--- src/rtl/dsx_pkg.sv ---
package dsx_pkg;
  parameter int ADDR_W = 32;
  parameter int CAUSE_W = 5;
  localparam int WORD_BYTES = 4;

  typedef logic [ADDR_W-1:0]  addr_t;
  typedef logic [CAUSE_W-1:0] cause_t;

  localparam cause_t CAUSE_NONE = '0;

  // One shadow record per pipeline stage
  typedef struct packed {
    logic   valid;
    logic   bd;
    cause_t cause;
    addr_t  addr;
  } slot_t;

  function automatic slot_t slot_empty();
    return '0;
  endfunction

  // Advance a record by one stage and merge in a cause raised there.
  // An older cause always wins; empty records stay empty.
  function automatic slot_t slot_carry(slot_t s, cause_t inj);
    slot_t r;
    if (!s.valid) begin
      r = slot_empty();
    end else begin
      r = s;
      if (r.cause == CAUSE_NONE) r.cause = inj;
    end
    return r;
  endfunction

  // Return address: one word back when the instruction is in a delay slot
  function automatic addr_t epc_of(addr_t a, logic bd);
    return bd ? a - addr_t'(WORD_BYTES) : a;
  endfunction
endpackage

--- src/rtl/dsx_slot_tag.sv ---
module dsx_slot_tag
  import dsx_pkg::*;
(
  input  logic   fetch_valid,
  input  addr_t  fetch_addr,
  input  cause_t fetch_cause,
  input  logic   jb_resolve,
  input  logic   dec_valid,
  output slot_t  fetch_slot,
  output logic   tag_event
);
  // A jump or taken branch resolving in decode marks the instruction fetched now
  assign tag_event = jb_resolve && dec_valid && fetch_valid;

  always_comb begin
    fetch_slot = slot_empty();
    if (fetch_valid) begin
      fetch_slot.valid = 1'b1;
      fetch_slot.bd    = tag_event;
      fetch_slot.cause = fetch_cause;
      fetch_slot.addr  = fetch_addr;
    end
  end
endmodule

--- src/rtl/dsx_stage_reg.sv ---
module dsx_stage_reg
  import dsx_pkg::*;
(
  input  logic  clk,
  input  logic  rst_n,
  input  logic  hold,
  input  logic  flush,
  input  slot_t d,
  output slot_t q
);
  always_ff @(posedge clk or negedge rst_n) begin
    if (!rst_n)      q <= slot_empty();
    else if (flush)  q <= slot_empty();
    else if (!hold)  q <= d;
  end


  hold_keeps_chk: assert property (@(posedge clk) disable iff (!rst_n)
    hold && !flush |=> $stable(q));


  empty_clean_chk: assert property (@(posedge clk) disable iff (!rst_n)
    !q.valid |-> (q.cause == CAUSE_NONE && !q.bd && q.addr == '0));
endmodule

--- src/rtl/dsx_exc_ctrl.sv ---
module dsx_exc_ctrl
  import dsx_pkg::*;
(
  input  slot_t  mem_slot,
  input  cause_t mem_inj,
  input  addr_t  exe_addr,
  output logic   exc_take,
  output addr_t  exc_epc,
  output cause_t exc_cause,
  output logic   exc_bd,
  output logic   flush_f,
  output logic   flush_d,
  output logic   flush_e,
  output logic   redirect_valid,
  output addr_t  redirect_pc
);
  slot_t mem_eff;

  assign mem_eff  = slot_carry(mem_slot, mem_inj);
  assign exc_take = mem_eff.valid && (mem_eff.cause != CAUSE_NONE);

  assign exc_epc   = exc_take ? epc_of(mem_eff.addr, mem_eff.bd) : '0;
  assign exc_cause = exc_take ? mem_eff.cause : CAUSE_NONE;
  assign exc_bd    = exc_take && mem_eff.bd;

  assign flush_f        = exc_take;
  assign flush_d        = exc_take;
  assign flush_e        = exc_take;
  assign redirect_valid = exc_take;
  assign redirect_pc    = exc_take ? exe_addr : '0;
endmodule

--- src/rtl/dsx_pc_capture.sv ---
module dsx_pc_capture
  import dsx_pkg::*;
(
  input  logic                clk,
  input  logic                rst_n,
  input  logic                stall_i,
  input  logic                fetch_valid_i,
  input  logic [ADDR_W-1:0]   fetch_addr_i,
  input  logic [CAUSE_W-1:0]  fetch_cause_i,
  input  logic                jb_resolve_i,
  input  logic [CAUSE_W-1:0]  dec_cause_i,
  input  logic [CAUSE_W-1:0]  exe_cause_i,
  input  logic [CAUSE_W-1:0]  mem_cause_i,
  output logic                exc_valid_o,
  output logic [ADDR_W-1:0]   exc_epc_o,
  output logic [CAUSE_W-1:0]  exc_cause_o,
  output logic                exc_bd_o,
  output logic                flush_fetch_o,
  output logic                flush_decode_o,
  output logic                flush_execute_o,
  output logic                redirect_valid_o,
  output logic [ADDR_W-1:0]   redirect_pc_o
);
  // Records for decode, execute and memory
  localparam int NSTG = 3;
  localparam int ST_D = 0;
  localparam int ST_E = 1;
  localparam int ST_M = 2;

  slot_t  stg_d [NSTG];
  slot_t  stg_q [NSTG];
  cause_t stg_inj [NSTG-1];
  slot_t  fetch_slot;
  logic   tag_event;
  logic   exc_take;

  assign stg_inj[ST_D] = dec_cause_i;
  assign stg_inj[ST_E] = exe_cause_i;

  dsx_slot_tag tag_i (
    .fetch_valid (fetch_valid_i),
    .fetch_addr  (fetch_addr_i),
    .fetch_cause (fetch_cause_i),
    .jb_resolve  (jb_resolve_i),
    .dec_valid   (stg_q[ST_D].valid),
    .fetch_slot  (fetch_slot),
    .tag_event   (tag_event)
  );

  for (genvar i = 0; i < NSTG; i++) begin : g_stage
    if (i == 0) begin : g_first
      assign stg_d[i] = fetch_slot;
    end else begin : g_next
      assign stg_d[i] = slot_carry(stg_q[i-1], stg_inj[i-1]);
    end
    dsx_stage_reg reg_i (
      .clk   (clk),
      .rst_n (rst_n),
      .hold  (stall_i),
      .flush (exc_take),
      .d     (stg_d[i]),
      .q     (stg_q[i])
    );
  end

  dsx_exc_ctrl ctrl_i (
    .mem_slot       (stg_q[ST_M]),
    .mem_inj        (mem_cause_i),
    .exe_addr       (stg_q[ST_E].addr),
    .exc_take       (exc_take),
    .exc_epc        (exc_epc_o),
    .exc_cause      (exc_cause_o),
    .exc_bd         (exc_bd_o),
    .flush_f        (flush_fetch_o),
    .flush_d        (flush_decode_o),
    .flush_e        (flush_execute_o),
    .redirect_valid (redirect_valid_o),
    .redirect_pc    (redirect_pc_o)
  );

  assign exc_valid_o = exc_take;


  flush_empties_chk: assert property (@(posedge clk) disable iff (!rst_n)
    exc_valid_o |=> (!stg_q[ST_D].valid && !stg_q[ST_E].valid && !stg_q[ST_M].valid));


  exc_single_chk: assert property (@(posedge clk) disable iff (!rst_n)
    exc_valid_o |=> !exc_valid_o);


  tag_needs_decode_chk: assert property (@(posedge clk) disable iff (!rst_n)
    tag_event && !stall_i && !exc_take |=> (stg_q[ST_D].bd && stg_q[ST_D].valid));


  quiet_chk: assert property (@(posedge clk) disable iff (!rst_n)
    !exc_valid_o |-> (!redirect_valid_o && !flush_fetch_o && !flush_decode_o && !flush_execute_o));
endmodule

--- config.mk ---
export PLATFORM = sky130hd
export DESIGN_NAME = dsx_pc_capture
export DESIGN_NICKNAME = d
export VERILOG_FILES = /design/src/rtl/dsx_pkg.sv /design/src/rtl/dsx_slot_tag.sv /design/src/rtl/dsx_stage_reg.sv /design/src/rtl/dsx_exc_ctrl.sv /design/src/rtl/dsx_pc_capture.sv
export SDC_FILE = /design/constraint.sdc
export NUM_CORES = 1
export LEC_CHECK = 0
export BUFFER_PORTS_ARGS = -buffer_cell sky130_fd_sc_hd__buf_2
export CORE_MARGIN = 5
export CORE_UTILIZATION = 60
export DETAILED_ROUTE_END_ITERATION = 8
export MAX_ROUTING_LAYER = met4
export PLACE_DENSITY = 0.86
export SYNTH_ARGS = -nofsm -noshare
export SYNTH_HDL_FRONTEND = slang
export SYNTH_SLANG_ARGS = --single-unit
--- constraint.sdc ---
create_clock -name clk -period 5.8 [get_ports clk]
set_clock_uncertainty 0.1 [all_clocks]
set_input_delay 1.16 -clock clk [delete_from_list [all_inputs] [get_ports clk]]
set_output_delay 1.16 -clock clk [all_outputs]
set_load 0.005 [all_outputs]
==> results.toml <==
[synth]
synthTopCellsByCount = "nor2_1, a21oi_1, dfrtp_1, nand2_1, clkbuf_1"
yosysTopAreaCell = "dfrtp_1"
synth_area_leaders = "dfrtp_1, nor2_1, a21oi_1"
yosysWarnings = 0
syn_area_mm2 = 0.00636
ys_seq_elements = 117
ys.flop_type = "dfrtp_1"
synth_edf_count = 0
async_flop_share = 1.00
synth_fp_nets = 895
synth.distinct_cells = 46
avgSynthCellArea_um2 = 7.60
synth.most_common_cell = "nor2_1"
yosysSeqAreaShare = 0.460
synth_top_area_frac = 0.460
syn-instance-count = 837

[final_layout]
area_growth_syn_to_layout_pct = 19.8
final_nets = 983
final_core_util = 0.738
instances_no_fill = 1073
insertedDiodeCount = 0
top_regs = "g_stage.reg_i.q x117"
largest_reg_flops = 117
drive_above_1_share = 0.184
design_area_mm2 = 0.00762
top_register = "g_stage.reg_i.q"

[power]
vdd_drop_max_uv = 219
internal_power_mw = 1.86
p_leak_nw = 3.82
power.density_mw_per_mm2 = 335
combinationalPowerShare = 0.145
power_mw = 2.55
p_sw_uw = 692
switching_share = 0.271
p_seq_frac = 0.384
clock_power_share = 0.471

[global_routing]
grt_use_met3 = 0.0551
grt_busiest_layer = "met2"
grt_pass1_wl_um = 28000
grt_pass1_vias = 5601
overflow = 0
grt.total_usage = 0.278
antenna_found_initial = 0
grt_max_degree = 125
grt_use_met2 = 0.402
grt_util_met1 = 0.387

[clocking]
h-tree-depth = 4
clk_pin_slew_ps = 50
worstSkewPairLatency_ps = 510
cts_buffer_depth = 2
cts-root-buf = "clkbuf_8"
cts_tree = "done"
cts_setup_buffers = 0
clock-sinks = 117
postCtsHoldBufs = 0
ctsResizeCount = 0
cts_made_buffers = 17

[timing]
post-route-period-util = 0.761
timing.fmax_ghz = 0.227
rsz0062_at_grt = "no"
setup_viol = 0
max_slew.worst_pin.slew_ps = 1110
slew_headroom = 0.260
hold_viol_final = 0
drv_slew = 0
fin_setup_tns_ps = 0
finalCriticalPeriod_ps = 4410
hold_slack_ps = 411
timing.final.ws_setup_ps = 1390

[drt]
vias = 6152
drt_iter0_markers = 723
wl_per_cell_um = 15.7
drc = 0
firstDrtPassIters = 6
wl_um = 16800
antenna_left = 0
routed_via_density = 5.73

[worst_setup_path]
crit_path_end_kind = "output port"
slowest_delay_ps = 480
slowest_stage = "or4_4"
criticalPathCategory = "in -> out"
cp.arrival_ps = 3150
cp.required_ps = 4540
cp-start-kind = "input pin"
worstPathMaxFanout = 115
path_cells = "buf_2 -> or4_4 -> o31ai_4 -> buf_4 -> inv_4 -> and2_1 -> buf_2"
reg2reg_slack_ps = 3060
crit_top_cell = "buf_2"

[floorplanning]
ioPinCount = 132
dieWidth_um = 113
dieArea_mm2 = 0.0128
die_y_um = 113
start_util = 0.616
coreArea_mm2 = 0.0103
rows = 37

[placed_design]
io_buffers = 131
gp_congestion = 0.896
dp_slack_ps = 1440
hpwl_um = 10600
dpl.cell_count = 1042
place_area_mm2 = 0.00695

[worst_hold_path]
hp-class = "reg -> reg"

[run]
drv_cap = 0

[status]
status = "finished, final reports clean"
[worst max-delay path, delay by kind of cell]
kind	cells	cell delay [ps]
buffers and inverters	4	930
AND/OR/NAND/NOR	2	810
AO/OA/AOI/OAI	1	170
[final cells by class]
type / instances / area (um2)
flip-flops and latches: 117 / 2930
repair buffers: 137 / 709
inverters: 12 / 47.5
clock buffers: 21 / 449
clock inverters: 10 / 225
multi-input cells: 640 / 3090
fillers: 784 / 2700
well taps: 136 / 170
[layer usage]
layer  share of wire  up-vias
li1                -     2947
met1            0.43     2842
met2            0.47      317
met3           0.081       46
met4           0.025        0
met5               0        -
[final timing paths]
kind                                              from                      to  depth (start not counted)
max in group asynchronous                        rst_n  g_stage[2].reg_i.q[20]                          2
min in group asynchronous                        rst_n  g_stage[0].reg_i.q[35]                          1
worst min register to register   g_stage[0].reg_i.q[1]   g_stage[0].reg_i.q[1]                          2
worst max register to register  g_stage[2].reg_i.q[38]  g_stage[2].reg_i.q[16]                          5
worst min-delay path             g_stage[0].reg_i.q[1]   g_stage[0].reg_i.q[1]                          2
worst max-delay path                    mem_cause_i[0]       redirect_pc_o[16]                          7
[cells in the final DEF, fill, tap and decap left out, types with 3 or more instances in the layout]
cell / count
nor2_1: 237
clkbuf_8: 3
clkbuf_16: 16
or4_1: 7
mux2i_1: 5
o41ai_1: 3
dfrtp_1: 117
xor2_1: 8
nor3_1: 11
nand2_1: 117
bufinv_16: 7
buf_2: 129
nand4_1: 3
o21ai_0: 7
a2bb2oi_1: 10
a31oi_1: 10
or3_1: 10
nand3_1: 7
nand2b_1: 8
a21oi_1: 125
and2_1: 34
o31ai_1: 6
nor4_1: 10
buf_4: 7
clkinv_2: 3
inv_1: 11
[power groups by stage]
stage | logic, mW | clock network (mW) | registers [mW]
final | 0.369 | 1.20 | 0.981
after global routing | 0.419 | 1.25 | 0.991
after CTS | 0.368 | 1.21 | 0.978
after detailed placement | 0.362 | 0 | 0.990
after global placement | 0.355 | 0 | 0.988
after floorplan | 0.309 | 0 | 0.938
[kinds of logic (layout without fill, tap and decap cells)]
logic type | Yosys count | count (layout) | share of synthesized area
simple gates | 455 | 455 | 0.311
mux | 5 | 5 | 0.00787
fa+ha+maj | 1 | 1 | 0.00197
xor+xnor | 9 | 9 | 0.0124
flops | 117 | 117 | 0.460
compound gates | 170 | 170 | 0.152
buf+inv | 80 | 180 | 0.0539
(Power assumes the default switching activity.)
